### src/rtl/gray_pkg.sv
package gray_pkg;
    // Channel and weight geometry shared by the converter
    localparam int unsigned PIX_W  = 8;
    localparam int unsigned COEF_W = 9;
    // Luma weights as fractions of 2**COEF_W; they sum to exactly 2**COEF_W
    localparam int unsigned K_RED  = 153;
    localparam int unsigned K_GRN  = 301;
    localparam int unsigned K_BLU  = 58;
endpackage

### src/rtl/gray_cmul.sv
// Constant-coefficient multiplier: one shifted copy of the input per set bit
module gray_cmul #(
    parameter int unsigned PIX_W  = 8,
    parameter int unsigned COEF_W = 9,
    parameter int unsigned COEF   = 153,
    parameter int unsigned PROD_W = PIX_W + $clog2(COEF + 1)
) (
    input  logic [PIX_W-1:0]  pix,
    output logic [PROD_W-1:0] prod
);
    logic [PROD_W-1:0] term [COEF_W];

    for (genvar i = 0; i < COEF_W; i++) begin : g_term
        if (COEF[i]) begin : g_on
            assign term[i] = PROD_W'(pix) << i;
        end else begin : g_off
            assign term[i] = '0;
        end
    end

    always_comb begin
        prod = '0;
        for (int i = 0; i < COEF_W; i++) begin
            prod = prod + term[i];
        end
    end
endmodule

### src/rtl/gray_sum.sv
// Adds the three weighted channels, applies optional half-step rounding,
// and slices the output byte from the top of the sum.
module gray_sum #(
    parameter int unsigned PIX_W  = 8,
    parameter int unsigned COEF_W = 9,
    parameter int unsigned PR_W   = 16,
    parameter int unsigned PG_W   = 17,
    parameter int unsigned PB_W   = 14,
    parameter bit          ROUND  = 1'b1,
    parameter int unsigned SUM_W  = PIX_W + COEF_W
) (
    input  logic [PR_W-1:0]  pr,
    input  logic [PG_W-1:0]  pg,
    input  logic [PB_W-1:0]  pb,
    output logic [SUM_W:0]   total,
    output logic [PIX_W-1:0] gray
);
    localparam logic [SUM_W:0] HALF = ROUND ? (SUM_W+1)'(1) << (COEF_W - 1) : '0;

    always_comb begin
        total = (SUM_W+1)'(pr) + (SUM_W+1)'(pg) + (SUM_W+1)'(pb) + HALF;
        gray  = total[SUM_W-1 -: PIX_W];
    end
endmodule

### src/rtl/rgb_to_gray.sv
module rgb_to_gray #(
    parameter int unsigned PIX_W  = gray_pkg::PIX_W,
    parameter int unsigned COEF_W = gray_pkg::COEF_W,
    parameter int unsigned K_R    = gray_pkg::K_RED,
    parameter int unsigned K_G    = gray_pkg::K_GRN,
    parameter int unsigned K_B    = gray_pkg::K_BLU,
    parameter bit          ROUND  = 1'b1
) (
    input  logic             clk,
    input  logic             rst,
    input  logic             in_valid,
    input  logic [PIX_W-1:0] in_r,
    input  logic [PIX_W-1:0] in_g,
    input  logic [PIX_W-1:0] in_b,
    output logic             out_valid,
    output logic [PIX_W-1:0] out_gray
);
    localparam int unsigned PR_W  = PIX_W + $clog2(K_R + 1);
    localparam int unsigned PG_W  = PIX_W + $clog2(K_G + 1);
    localparam int unsigned PB_W  = PIX_W + $clog2(K_B + 1);
    localparam int unsigned SUM_W = PIX_W + COEF_W;

    typedef struct packed {
        logic            vld;
        logic [PR_W-1:0] pr;
        logic [PG_W-1:0] pg;
        logic [PB_W-1:0] pb;
    } prod_stage_t;

    typedef struct packed {
        logic             vld;
        logic [PIX_W-1:0] gray;
    } out_stage_t;

    prod_stage_t prod_d, prod_q;
    out_stage_t  out_d,  out_q;

    logic [PR_W-1:0]  pr_c;
    logic [PG_W-1:0]  pg_c;
    logic [PB_W-1:0]  pb_c;
    logic [SUM_W:0]   total_c;
    logic [PIX_W-1:0] gray_c;

    gray_cmul #(.PIX_W(PIX_W), .COEF_W(COEF_W), .COEF(K_R), .PROD_W(PR_W)) u_mul_r (
        .pix(in_r), .prod(pr_c));
    gray_cmul #(.PIX_W(PIX_W), .COEF_W(COEF_W), .COEF(K_G), .PROD_W(PG_W)) u_mul_g (
        .pix(in_g), .prod(pg_c));
    gray_cmul #(.PIX_W(PIX_W), .COEF_W(COEF_W), .COEF(K_B), .PROD_W(PB_W)) u_mul_b (
        .pix(in_b), .prod(pb_c));

    gray_sum #(
        .PIX_W(PIX_W), .COEF_W(COEF_W), .PR_W(PR_W), .PG_W(PG_W), .PB_W(PB_W),
        .ROUND(ROUND), .SUM_W(SUM_W)
    ) u_sum (
        .pr(prod_q.pr), .pg(prod_q.pg), .pb(prod_q.pb),
        .total(total_c), .gray(gray_c));

    always_comb begin
        prod_d.vld = in_valid;
        prod_d.pr  = pr_c;
        prod_d.pg  = pg_c;
        prod_d.pb  = pb_c;
        out_d.vld  = prod_q.vld;
        out_d.gray = gray_c;
    end

    // Data fields carry no reset; only the valid bits are cleared
    always_ff @(posedge clk) begin
        prod_q <= prod_d;
        out_q  <= out_d;
        if (rst) begin
            prod_q.vld <= 1'b0;
            out_q.vld  <= 1'b0;
        end
    end

    assign out_valid = out_q.vld;
    assign out_gray  = out_q.gray;

    // rounded sum fits the accumulator
    assert_no_overflow_R3: assert property (@(posedge clk) disable iff (rst)
        prod_q.vld |-> !total_c[SUM_W]);

    // full-scale white maps to full-scale gray
    assert_white_full_R3: assert property (@(posedge clk) disable iff (rst)
        (out_valid && $past(in_valid && (&in_r) && (&in_g) && (&in_b), 2))
        |-> (&out_gray));

    // equal channels pass through unchanged
    assert_equal_chan_R4: assert property (@(posedge clk) disable iff (rst)
        (out_valid && $past(in_valid && in_r == in_g && in_g == in_b, 2))
        |-> out_gray == $past(in_r, 2));

    // valid pipe depth of two
    assert_valid_lat_R5: assert property (@(posedge clk) disable iff (rst)
        in_valid |-> ##2 out_valid);

    assert_gap_lat_R5: assert property (@(posedge clk) disable iff (rst)
        !in_valid |-> ##2 !out_valid);

    // reset empties the output valid
    assert_reset_clear_R6: assert property (@(posedge clk)
        rst |=> !out_valid);
endmodule

### config.mk
export PLATFORM = sky130hd
export DESIGN_NAME = rgb_to_gray
export DESIGN_NICKNAME = d
export VERILOG_FILES = /design/src/rtl/gray_pkg.sv /design/src/rtl/gray_cmul.sv /design/src/rtl/gray_sum.sv /design/src/rtl/rgb_to_gray.sv
export SDC_FILE = /design/constraint.sdc
export NUM_CORES = 1
export LEC_CHECK = 0
export ABC_AREA = 1
export ABC_CLOCK_PERIOD_IN_PS = 4580
export BUFFER_PORTS_ARGS = -buffer_cell sky130_fd_sc_hd__buf_2
export CAP_MARGIN = 20
export CORE_UTILIZATION = 44
export DETAILED_ROUTE_END_ITERATION = 8
export MAX_ROUTING_LAYER = met4
export PLACE_DENSITY = 0.58
export SYNTH_ARGS = -nofsm -noshare
export SYNTH_HDL_FRONTEND = slang
export SYNTH_SLANG_ARGS = --single-unit
### constraint.sdc
create_clock -name clk -period 4.58 [get_ports clk]
set_input_delay 0.916 -clock clk [delete_from_list [all_inputs] [get_ports clk]]
set_output_delay 0.916 -clock clk [all_outputs]
set_load 0.05 [all_outputs]
**Word level (Yosys, flattened, before mapping)**

Index checks and enable logic that the tools add are counted.

- Flip-flop bits (word level): 57
- Input port bits: 27
- Output and inout port bits: 9
- Logic and storage cells: 19

- Add/subtract/negate cells: 13

Operators by type and width:

| operator | count |
|---|---|
| 16-bit by 17-bit adder with 17-bit output | 1 |
| 17-bit by 11-bit adder with 17-bit output | 1 |
| 17-bit by 13-bit adder with 17-bit output | 1 |
| 17-bit by 14-bit adder with 17-bit output | 1 |
| 17-bit by 16-bit adder with 17-bit output | 1 |
| 17-bit by 9-bit adder with 17-bit output (second input constant) | 1 |
| 16-bit by 12-bit adder with 16-bit output | 1 |
| 16-bit by 15-bit adder with 16-bit output | 1 |
| 13-bit by 13-bit adder with 14-bit output | 1 |
| 12-bit by 12-bit adder with 13-bit output | 1 |
| 8-bit by 11-bit adder with 12-bit output | 1 |
| 9-bit by 11-bit adder with 12-bit output | 1 |
| 8-bit by 10-bit adder with 11-bit output | 1 |

**Depth between registers and ports, before layout**

Gate-level depths: netlist (run 1).

- Word-level depth: 4
- Depth in mapped cells: 19
- Gate-level depth less buffers: 19

**Cells and area by module**

Synthesis (run 1) repeated with hierarchy kept, for this count alone.

- Cell total of the unflattened synthesis: 777
- Area total of the unflattened synthesis: 5785.5 µm²

Modules (own cells, without submodules):

| module | instances | cells each | area each (µm²) | sequential area each (µm²) |
|---|---|---|---|---|
| gray_sum | 1 | 279 | 1764.2 | 0.0 |
| rgb_to_gray | 1 | 61 | 1156.1 | 1141.1 |
| gray_cmul (u_mul_g) | 1 | 161 | 1108.6 | 0.0 |
| gray_cmul (u_mul_b) | 1 | 143 | 922.1 | 0.0 |
| gray_cmul (u_mul_r) | 1 | 133 | 834.6 | 0.0 |

**Worst setup path after synthesis (run 1)**

No wires, ideal clock.

- Kind: input to register
- Start: input in_g[0]
- End: register prod_q[29] in the netlist's numbering
- Setup time: 0.113 ns
- Data arrival time: 3.820 ns
- Data required time: 4.467 ns
- Setup slack: 0.647 ns
- Stages on the path: 17
- Buffers on the path: 0
- Cells stage by stage: ha_1 inv_1 fa_1 inv_1 nand4_1 o211ai_1 xor2_1 inv_1 fa_1 fa_1 ha_1 a21oi_1 nor2_1 o21ai_1 nand3_1 nand2_1 nand2_1

- Cells in the longest elaborated chain, start to end: 4

RTL lines:

| what | line | text |
|---|---|---|
| start, declared | rgb_to_gray.sv:13 | `input logic [PIX_W-1:0] in_g,` |
| 8-bit by 10-bit adder with 11-bit output | gray_cmul.sv:24 | `prod = prod + term[i];` |
| 17-bit by 11-bit adder with 17-bit output | gray_cmul.sv:24 |  |
| 17-bit by 13-bit adder with 17-bit output | gray_cmul.sv:24 |  |
| 17-bit by 16-bit adder with 17-bit output * | gray_cmul.sv:24 |  |
| via pg_c[15] | rgb_to_gray.sv:39 | `logic [PG_W-1:0] pg_c;` |
| end signal, assigned | rgb_to_gray.sv:69 | `prod_q <= prod_d;` |
| end, declared | rgb_to_gray.sv:35 | `prod_stage_t prod_d, prod_q;` |

Mark *: on every way through the listed nets, which the timed path passes. The rest lies on a longest branch.
A chain may end at the register's enable or synchronous reset.

**Worst setup path after layout (run 1)**

- Start: input in_g[2]
- End: register prod_q[29] in the netlist's numbering

The elaborated chain is that of the path after synthesis.

==> results of run 1 <==
-- layout by cell type (no fill, tap or decap) --
| cell | netlist | layout |
|---|---|---|
| sky130_fd_sc_hd__inv_1 | 113 | 113 |
| sky130_fd_sc_hd__nand3_2 | 1 | 1 |
| sky130_fd_sc_hd__nor3_1 | 2 | 2 |
| sky130_fd_sc_hd__clkinv_4 | 0 | 1 |
| sky130_fd_sc_hd__a21boi_0 | 2 | 2 |
| sky130_fd_sc_hd__a22oi_1 | 1 | 1 |
| sky130_fd_sc_hd__o21bai_1 | 5 | 5 |
| sky130_fd_sc_hd__xor2_1 | 24 | 24 |
| sky130_fd_sc_hd__nand2_1 | 135 | 135 |
| sky130_fd_sc_hd__o21ai_1 | 4 | 4 |
| sky130_fd_sc_hd__nand3_1 | 37 | 37 |
| sky130_fd_sc_hd__nand4_1 | 8 | 8 |
| sky130_fd_sc_hd__nor2_1 | 28 | 28 |
| sky130_fd_sc_hd__xnor2_1 | 10 | 10 |
| sky130_fd_sc_hd__a21oi_2 | 3 | 3 |
| sky130_fd_sc_hd__nand2_2 | 1 | 1 |
| sky130_fd_sc_hd__buf_2 | 1 | 35 |
| sky130_fd_sc_hd__clkinvlp_4 | 0 | 1 |
| sky130_fd_sc_hd__o211ai_1 | 1 | 1 |
| sky130_fd_sc_hd__nor2_2 | 2 | 2 |
| sky130_fd_sc_hd__fa_1 | 44 | 44 |
| sky130_fd_sc_hd__dfxtp_1 | 56 | 56 |
| sky130_fd_sc_hd__clkbuf_16 | 0 | 5 |
| sky130_fd_sc_hd__o21ai_2 | 6 | 6 |
| sky130_fd_sc_hd__and3_1 | 1 | 1 |
| sky130_fd_sc_hd__nand3b_1 | 1 | 1 |
| sky130_fd_sc_hd__o21ai_0 | 2 | 2 |
| sky130_fd_sc_hd__a21o_1 | 5 | 5 |
| sky130_fd_sc_hd__a31oi_1 | 2 | 2 |
| sky130_fd_sc_hd__ha_1 | 87 | 87 |
| sky130_fd_sc_hd__clkbuf_1 | 0 | 1 |
| sky130_fd_sc_hd__a21oi_1 | 28 | 28 |
| sky130_fd_sc_hd__inv_2 | 1 | 1 |
-- worst max path at each step --
stage,startpoint,to,slack (ns),cells past startpoint
6_report,in_g[2],prod_q[29]$_DFF_P_,0.53,18
5_1_grt,in_g[2],prod_q[29]$_DFF_P_,0.23,18
4_1_cts,in_g[2],prod_q[29]$_DFF_P_,0.51,18
3_5_place_dp,in_g[2],prod_q[29]$_DFF_P_,0.19,18
3_3_place_gp,in_g[2],prod_q[29]$_DFF_P_,0.30,18
2_1_floorplan,in_g[0],prod_q[29]$_DFF_P_,0.65,17
-- through the flow --
step / util / hold slack, ns / instance area, um^2 / cells / setup slack, ns
6_report: 0.506 / 0.410 / 5580 / 793 / 0.533
3_3_place_gp: 0.493 / 0.396 / 5430 / 785 / 0.298
2_1_floorplan: - / 0.388 / 5090 / 611 / 0.647
3_5_place_dp: 0.493 / 0.403 / 5430 / 785 / 0.186
4_1_cts: 0.506 / 0.415 / 5580 / 793 / 0.515
5_1_grt: 0.506 / 0.439 / 5580 / 793 / 0.230
-- per-layer routing --
metal	part of all wire	wire length (um)	GRT usage	up-vias
met3	0.026	262	0.0267	10
met4	0.011	112	0.0457	0
met2	0.44	4350	0.300	49
met1	0.52	5200	0.258	1698
met5	0	0	-	-
li1	-	-	-	2021
-- flip-flops by register name, summed over array words and instances (netlist names) --
register   cells
prod_q        46
out_valid      1
out_d          1
out_gray       8
-- cell type report --
| class | instances | area, um^2 | share of cell area |
|---|---|---|---|
| tap | 140 | 175 | 0.0314 |
| multi-input combinational | 440 | 3530 | 0.633 |
| sequential | 56 | 1120 | 0.201 |
| clock buffer | 6 | 129 | 0.0231 |
| timing repair buffer | 35 | 175 | 0.0314 |
| inverter | 114 | 428 | 0.0767 |
| clock inverter | 2 | 16.3 | 0.00292 |
-- worst min-delay path, delay by kind of cell, from the launching register on --
family / cells / cell delay, ns
flops: 1 / 0.30
buf+inv: 1 / 0.04
simple gates: 1 / 0.03
-- kinds of logic (layout without fill, tap and decap cells) --
kind of cell / count (synthesis) / count (layout)
adder cells (fa/ha/maj): 131 / 131
buffers and inverters: 115 / 157
AO/OA/AOI/OAI: 59 / 59
XOR/XNOR: 34 / 34
flip-flops: 56 / 56
AND/OR/NAND/NOR: 216 / 216
==> metrics.cfg, run 1 <==
[clocking]
cts_tree=done
cts_resized=0
cts_num_sinks=56
post-cts-setup-buffers=0
cts_root_buf=sky130_fd_sc_hd__clkbuf_16
clkLatencyLatePin_ns=0.30
h-tree-depth=2
clockBufferDepth=2
tritoncts_buffers=5
clk_transition_reported_paths_ns=0.07
cts_hold_buffers=0

[timing]
post-route-period-util=0.884
finClkSkew_ns=0.00639
fmax_mhz=247
final.setup.tns_ns=0
slew_viol_final=0
unrepaired_setup_endpoints_after_global_routing=no
final_period_minus_worst_setup_slack_ns=4.05
timing_worst_slew_pin_value_ns=0.326
hold_viol=0
setup-violations-final=0
maxSlewHeadroom=0.782

[placement]
dp_hpwl_um=8730
number_of_buffer_cells_added_on_primary_ports=35
globalplace.congestion=0.888

[setup_path]
setup.worst_path.class=in -> reg
cp_num_buf_inv=4
data_arrival_time_of_the_critical_path_ns=4.24
timing.critical_path.required_ns=4.77
crit_path_max_fanout=5
start_kind=input port
path_delay_family=adder cells
worst_r2r_startpoint=prod_q[17]$_DFF_P_
ff2ff_path_depth=10
critPathSlowestCell=sky130_fd_sc_hd__fa_1
r2r_setup_slack_ns=2.19
r2r_end=out_gray[3]$_DFF_P_
worstSetupEndpointType=flop
timing.critical_path.slowest_cell_delay_ns=0.48
timing.critical_path.cells=buf_2 > ha_1 > inv_1 > fa_1 > inv_1 > nand4_1 > o211ai_1 > xor2_1 > inv_1 > fa_1 > fa_1 > ha_1 > a21oi_1 > nor2_1 > o21ai_1 > nand3_1 > nand2_1 > nand2_1

[synthesis]
synth_simple_gate_area_frac=0.177
synthesis.yosys.warnings=0
synth.ff_latch_count=56
synth_ff_type=sky130_fd_sc_hd__dfxtp_1
netlist_instances=611
synth_top_family_by_area=adder cells
synth_sequential_area_ratio=0.220
synth_compound_gate_area_share=0.0721
async_flop_share=0
synthXorXnorAreaFrac=0.0585
multiplexer_share_of_the_synthesized_area=0
post_synth_main_area_contributors=sky130_fd_sc_hd__dfxtp_1 (22%), sky130_fd_sc_hd__ha_1 (21%), sky130_fd_sc_hd__fa_1 (17%)
postSynthNetCount=769
synth.distinct_cells=29
yosysTopAreaCell=sky130_fd_sc_hd__dfxtp_1
post-synth-top-area-fraction=0.220
synth_edf_count=0
yosys.area_share.adder=0.387
post_synth.cell_area_avg_um2=8.33
post_synth_instance_area_um2=5090
post_synth_most_frequent_cells=sky130_fd_sc_hd__nand2_1 (135), sky130_fd_sc_hd__inv_1 (113), sky130_fd_sc_hd__ha_1 (87), sky130_fd_sc_hd__dfxtp_1 (56), sky130_fd_sc_hd__fa_1 (44)
yosysMostFrequentCell=sky130_fd_sc_hd__nand2_1

[die]
fp.dieArea_um2=12000
pin_count=36
coreArea_um2=11000
starting_density=0.461
rows=38
die_width_um=110
die_height_um=110

[global_route]
globalRoute.totalOverflow=0
grt_antenna_before_repair=0
pin_count_of_the_biggest_net_entering_global_routing=18
first_global_vias=3739
wire_length_of_the_first_global_routing_pass_um=17000
gr-usage-all-layers=0.190

[worst_hold_path]
min_path_cells=2
min_to=out_valid$_SDFF_PP0_
worstHoldPathType=reg -> reg
hold_start=out_d[8]$_SDFF_PP0_

[detailed_routing]
drtIter0Drc=119
final_antenna_net_count=0
detail_route.wl_per_cell_um=12.5
detailroute.via_count=3778
average_vias_per_placed_instance=4.76
route.detailed.drc=0
drt_wl_total_um=9920
drt-pass1-iter-count=4

[run_status]
result_of_the_run=complete, no violations

[finish]
fraction_of_final_layout_cells_with_drive_strength_greater_than_1=0.0858
fillerInstances=1092
antenna_cells_inserted=0
finalNetCount=810
areaGrowthSynthToFinish_pct=9.64

[job]
max-cap-violations=0

Power of run 1 is not shown: default switching activity piles up to over one toggle a cycle in this logic, so the estimate is an artifact.
==> run 2, diff against run 1 <==
--- a/config.mk
+++ b/config.mk
@@ -9,10 +9,12 @@
 export ABC_CLOCK_PERIOD_IN_PS = 4580
 export BUFFER_PORTS_ARGS = -buffer_cell sky130_fd_sc_hd__buf_2
 export CAP_MARGIN = 20
+export CELL_PAD_IN_SITES_DETAIL_PLACEMENT = 0
+export CELL_PAD_IN_SITES_GLOBAL_PLACEMENT = 1
 export CORE_UTILIZATION = 44
 export DETAILED_ROUTE_END_ITERATION = 8
 export MAX_ROUTING_LAYER = met4
-export PLACE_DENSITY = 0.58
+export PLACE_DENSITY = 0.74
 export SYNTH_ARGS = -nofsm -noshare
 export SYNTH_HDL_FRONTEND = slang
 export SYNTH_SLANG_ARGS = --single-unit
==> run 2 against run 1 <==
Fmax is essentially flat; sequential share of layout area shrank 0.081 points; clock skew shrank 0.0021 ns; worst setup slack gained 0.0024 ns; core utilization grew 0.20 points; cell count is the same; first-iteration DRC count grew 29%; hold slack lost 0.0065 ns; via count grew 0.26%; clock-buffer cell count is the same; critical path type unchanged; highest routed layer unchanged.
==> metrics.cfg, run 2 (synthesis gave the netlist of run 1 again) <==
[run_status]
result_of_the_run=complete, no violations

[clocking]
h-tree-depth=2
cts_hold_buffers=0
clockBufferDepth=2
tritoncts_buffers=5
cts_num_sinks=56
clkLatencyLatePin_ns=0.29
clk_transition_reported_paths_ns=0.07
post-cts-setup-buffers=0
cts_root_buf=sky130_fd_sc_hd__clkbuf_16
cts_resized=0
cts_tree=done

[timing]
final.setup.tns_ns=0
post-route-period-util=0.883
slew_viol_final=0
timing_worst_slew_pin_value_ns=0.310
unrepaired_setup_endpoints_after_global_routing=no
final_period_minus_worst_setup_slack_ns=4.04
maxSlewHeadroom=0.791
finClkSkew_ns=0.00425
setup-violations-final=0
fmax_mhz=247
hold_viol=0

[setup_path]
worst_setup_path_endpoint=prod_q[29]$_DFF_P_
crit_path_max_fanout=5
data_arrival_time_of_the_critical_path_ns=4.23
setup.worst_path.class=in -> reg
r2r_setup_slack_ns=2.21
worst_setup_path_startpoint=in_g[2]
timing.critical_path.required_ns=4.77
start_kind=input port
ff2ff_path_depth=10
r2r_end=out_gray[5]$_DFF_P_
worst_r2r_startpoint=prod_q[17]$_DFF_P_
worstSetupEndpointType=flop

[detailed_routing]
drt_wl_total_um=10100
route.detailed.drc=0
drt-pass1-iter-count=4
detailroute.via_count=3788
detail_route.wl_per_cell_um=12.7
final_antenna_net_count=0
average_vias_per_placed_instance=4.78
drtIter0Drc=153

[finish]
layout.cells.most_common=sky130_fd_sc_hd__nand2_1
finalNetCount=810
antenna_cells_inserted=0
fraction_of_final_layout_cells_with_drive_strength_greater_than_1=0.0858
regMostFlops=prod_q
areaGrowthSynthToFinish_pct=10.1
largest_register_ff_count=46
mostFrequentLayoutCells=sky130_fd_sc_hd__nand2_1 (135), sky130_fd_sc_hd__inv_1 (113), sky130_fd_sc_hd__ha_1 (87)

[global_route]
pin_count_of_the_biggest_net_entering_global_routing=18
wire_length_of_the_first_global_routing_pass_um=16900
grt_antenna_before_repair=0
gr-usage-all-layers=0.188
first_global_vias=3686
globalRoute.totalOverflow=0

[placement]
globalplace.congestion=0.912
dp_hpwl_um=8900
number_of_buffer_cells_added_on_primary_ports=35

[die]
starting_density=0.461
rows=38
coreArea_um2=11000
fp.dieArea_um2=12000
die_width_um=110
die_height_um=110
pin_count=36

[worst_hold_path]
worstHoldPathType=reg -> reg

[job]
max-cap-violations=0

-- run 2: cell types whose count changed in the layout (fill, tap and decap cells not counted) --
cell and change:
sky130_fd_sc_hd__inv_6 +1, sky130_fd_sc_hd__bufinv_16 +1, sky130_fd_sc_hd__clkinvlp_4 -1, sky130_fd_sc_hd__clkinv_4 -1
-- run 2: stage by stage --
| stage | util | std cells | setup WS (ns) | hold slack (ns) | instance area, um^2 |
|---|---|---|---|---|---|
| 6_report | 0.508 | 793 | 0.536 | 0.403 | 5600 |
| 5_1_grt | 0.508 | 793 | 0.305 | 0.429 | 5600 |
| 4_1_cts | 0.508 | 793 | 0.541 | 0.409 | 5600 |
| 3_5_place_dp | 0.493 | 785 | 0.231 | 0.400 | 5430 |
| 3_3_place_gp | 0.493 | 785 | 0.309 | 0.394 | 5430 |
| 2_1_floorplan | - | 611 | 0.647 | 0.388 | 5090 |
-- run 2: worst min path at each step --
stage	startpoint	endpoint	cells past startpoint
5_1_grt	out_d[8]$_SDFF_PP0_	out_valid$_SDFF_PP0_	2
2_1_floorplan	out_d[8]$_SDFF_PP0_	out_valid$_SDFF_PP0_	2
3_3_place_gp	out_d[8]$_SDFF_PP0_	out_valid$_SDFF_PP0_	2
6_report	out_d[8]$_SDFF_PP0_	out_valid$_SDFF_PP0_	2
3_5_place_dp	out_d[8]$_SDFF_PP0_	out_valid$_SDFF_PP0_	2
4_1_cts	out_d[8]$_SDFF_PP0_	out_valid$_SDFF_PP0_	2
-- run 2: area by class of cell --
type	count	area, um^2
repair buffers	35	175
clock inverters	2	38.8
flip-flops and latches	56	1120
well taps	140	175
inverters	114	428
multi-input cells	440	3530
clock buffers	6	129
fillers	1086	5430
-- run 2: layer usage --
metal	share of wire	global-route usage	vias up
li1	-	-	2020
met1	0.51	0.254	1709
met2	0.46	0.309	55
met3	0.021	0.0213	4
met4	0.0063	0.0295	0
met5	0	-	-
-- run 2: worst max-delay path: stages --
cell	delay, ns
sky130_fd_sc_hd__buf_2	0.15
sky130_fd_sc_hd__ha_1	0.19
sky130_fd_sc_hd__inv_1	0.06
sky130_fd_sc_hd__fa_1	0.39
sky130_fd_sc_hd__inv_1	0.09
sky130_fd_sc_hd__nand4_1	0.09
sky130_fd_sc_hd__o211ai_1	0.15
sky130_fd_sc_hd__xor2_1	0.18
sky130_fd_sc_hd__inv_1	0.06
sky130_fd_sc_hd__fa_1	0.50
sky130_fd_sc_hd__fa_1	0.42
sky130_fd_sc_hd__ha_1	0.36
sky130_fd_sc_hd__a21oi_1	0.24
sky130_fd_sc_hd__nor2_1	0.07
sky130_fd_sc_hd__o21ai_1	0.15
sky130_fd_sc_hd__nand3_1	0.09
sky130_fd_sc_hd__nand2_1	0.07
sky130_fd_sc_hd__nand2_1	0.05
Power of run 2 is left out for the same reason.
==> run 3, diff against run 2 <==
--- a/config.mk
+++ b/config.mk
@@ -5,7 +5,6 @@
 export SDC_FILE = /design/constraint.sdc
 export NUM_CORES = 1
 export LEC_CHECK = 0
-export ABC_AREA = 1
 export ABC_CLOCK_PERIOD_IN_PS = 4580
 export BUFFER_PORTS_ARGS = -buffer_cell sky130_fd_sc_hd__buf_2
 export CAP_MARGIN = 20
@@ -14,7 +13,7 @@
 export CORE_UTILIZATION = 44
 export DETAILED_ROUTE_END_ITERATION = 8
 export MAX_ROUTING_LAYER = met4
-export PLACE_DENSITY = 0.74
+export PLACE_DENSITY = 0.71
 export SYNTH_ARGS = -nofsm -noshare
 export SYNTH_HDL_FRONTEND = slang
 export SYNTH_SLANG_ARGS = --single-unit
==> run 3 against run 2 <==
Sequential share of layout area grew 1.4 points; cell count fell by 20%; routed wire length shrank 17%; global-route usage decreased by 1.6 points; synthesized cell count shrank 29%; cell area fell by 6.4%; fmax fell by 7.6%; highest routed layer unchanged.
==> metrics.cfg, run 3 <==
[finish]
areaGrowthSynthToFinish_pct=14.7
final_core_util=0.529
antenna_cells_inserted=0
mostFrequentLayoutCells=sky130_fd_sc_hd__ha_1 (84), sky130_fd_sc_hd__inv_1 (56), sky130_fd_sc_hd__dfxtp_1 (56)
final_cell_area_um2=5240
finalNetCount=660
largest_register_ff_count=46
fraction_of_final_layout_cells_with_drive_strength_greater_than_1=0.175
regMostFlops=prod_q
layout.cells.most_common=sky130_fd_sc_hd__ha_1

[power]
p_leak_nw=2.55
power_density_nw_per_um2=723
max-vdd-ir-drop_mv=0.705
power.total_mw=3.79

[synthesis]
post_synth.cell_area_avg_um2=10.5
synth_sequential_area_ratio=0.245
synthesis.yosys.warnings=0
post_synth_instance_area_um2=4570
netlist_instances=436
postSynthNetCount=594
post_synth_main_area_contributors=sky130_fd_sc_hd__dfxtp_1 (25%), sky130_fd_sc_hd__ha_1 (24%), sky130_fd_sc_hd__fa_1 (19%)
synth.ff_latch_count=56
post_synth_most_frequent_cells=sky130_fd_sc_hd__ha_1 (87), sky130_fd_sc_hd__inv_1 (57), sky130_fd_sc_hd__dfxtp_1 (56), sky130_fd_sc_hd__fa_1 (44), sky130_fd_sc_hd__xnor2_1 (30)
synth_ff_type=sky130_fd_sc_hd__dfxtp_1
synth_edf_count=0
async_flop_share=0
yosysMostFrequentCell=sky130_fd_sc_hd__ha_1
post-synth-top-area-fraction=0.245
yosysTopAreaCell=sky130_fd_sc_hd__dfxtp_1
synth.distinct_cells=45

[global_route]
grt_antenna_before_repair=0
first_global_vias=3209
pin_count_of_the_biggest_net_entering_global_routing=19
wire_length_of_the_first_global_routing_pass_um=14600
globalRoute.totalOverflow=0
gr-usage-all-layers=0.172

[run_status]
result_of_the_run=complete, no violations

[clocking]
tritoncts_buffers=5
cts_tree=done
cts_num_sinks=56
clockBufferDepth=2
h-tree-depth=2
clkLatencyLatePin_ns=0.31
cts_root_buf=sky130_fd_sc_hd__clkbuf_8
clk_transition_reported_paths_ns=0.11
cts_hold_buffers=0

[timing]
finClkSkew_ns=0.0109
timing_worst_slew_pin_value_ns=0.445
slew_viol_final=0
whs_ns=0.457
maxSlewHeadroom=0.699
fmax_mhz=229
final_period_minus_worst_setup_slack_ns=4.38
post-route-period-util=0.955
setup-violations-final=0
unrepaired_setup_endpoints_after_global_routing=no
hold_viol=0
final.setup.tns_ns=0

[placement]
postPlaceCellArea_um2=5120
number_of_buffer_cells_added_on_primary_ports=35
globalplace.congestion=0.839
dp_hpwl_um=7390

[detailed_routing]
drt-pass1-iter-count=4
drt_wl_total_um=8360
detailroute.via_count=3118
average_vias_per_placed_instance=4.90
detail_route.wl_per_cell_um=13.2
route.detailed.drc=0
drtIter0Drc=71
final_antenna_net_count=0

[die]
die_height_um=104
fp.dieArea_um2=10800
starting_density=0.461
coreArea_um2=9910
pin_count=36
rows=36
die_width_um=104

[setup_path]
setup.worst_path.class=in -> reg
start_kind=input port
timing.critical_path.slowest_cell_delay_ns=0.49
timing.critical_path.required_ns=4.83
critPathSlowestCell=sky130_fd_sc_hd__fa_1
data_arrival_time_of_the_critical_path_ns=4.62
worstSetupEndpointType=flop
timing.critical_path.cells=buf_2 > ha_4 > a21o_1 > a21oi_2 > nor2b_1 > o21a_1 > mux2_1 > nand4b_1 > fa_1 > inv_1 > fa_1 > inv_2 > ha_4 > o21ai_4 > a21oi_2 > o41ai_4 > or4b_1 > o211ai_1
crit_path_max_fanout=2

[job]
max-cap-violations=0

[worst_hold_path]
worstHoldPathType=reg -> reg

run 3: cell types whose count changed after synthesis, sizes merged, moves of 9 or more:
| cell | before | now |
|---|---|---|
| nor2 | 30 | 20 |
| nor2b | 0 | 9 |
| xnor2 | 10 | 30 |
| nand2 | 136 | 19 |
| a21oi | 31 | 19 |
| inv | 114 | 57 |
| o21ai | 12 | 23 |
| xor2 | 24 | 9 |
| nand3 | 38 | 4 |
run 3: routing by layer:
layer	vias up	GRT usage	wire, um	part of all wire
met5	-	-	0	0
met4	0	0.0337	52	0.0062
met3	5	0.0219	210	0.025
met2	40	0.298	4180	0.50
met1	1478	0.218	3920	0.47
li1	1595	-	-	-
run 3: final cells by class:
cell class | instances | area, um^2
Fill cell | 922 | 4670
Clock inverter | 3 | 22.5
Tap cell | 133 | 166
Inverter | 58 | 218
Timing Repair Buffer | 59 | 355
Clock buffer | 5 | 68.8
Sequential cell | 56 | 1120
Multi-Input combinational cell | 322 | 3290
run 3: logic make-up after synthesis:
family          after synthesis  share of synthesized area
fa+ha+maj                   131                      0.431
simple gates                 79                     0.0901
compound gates               71                      0.106
buf+inv                      58                     0.0476
flops                        56                      0.245
xor+xnor                     39                     0.0747
mux                           2                    0.00493
run 3: repair_timing:
item                                    CTS  global route
hold endpoints to repair                  0             0
endpoints found under the setup margin    0             3
gates resized for setup                   0             5
setup buffers                             0             0
run 3: path summary, 6_finish.rpt:
check	startpoint	endpoint	slack [ns]	cells past startpoint
max	in_g[1]	prod_q[29]$_DFF_P_	0.20	18
min reg2reg	out_d[8]$_SDFF_PP0_	out_valid$_SDFF_PP0_	0.46	1
max reg2reg	prod_q[7]$_DFF_P_	out_gray[7]$_DFF_P_	1.79	9
min	out_d[8]$_SDFF_PP0_	out_valid$_SDFF_PP0_	0.46	1
run 3: through the flow:
step	instances	setup WS (ns)
CTS	636	0.0921
finish	636	0.204
floorplan	436	0.00423
detailed placement	628	-0.264
global route	636	0.00876
global placement	628	-0.191
run 3: worst max-delay path: cells and delay by family:
family / cells / cell delay [ns]
mux: 1 / 0.30
fa+ha+maj: 4 / 1.43
simple gates: 3 / 0.71
buf+inv: 3 / 0.22
compound gates: 7 / 1.04
run 3: report_power, final:
group	total (mW)	switching [mW]	internal (mW)
Sequential	0.808	0.0978	0.711
Clock	0.277	0.167	0.110
Combinational	2.71	1.46	1.24
Total	3.79	1.73	2.06
Power figures use the tool's default switching activity.
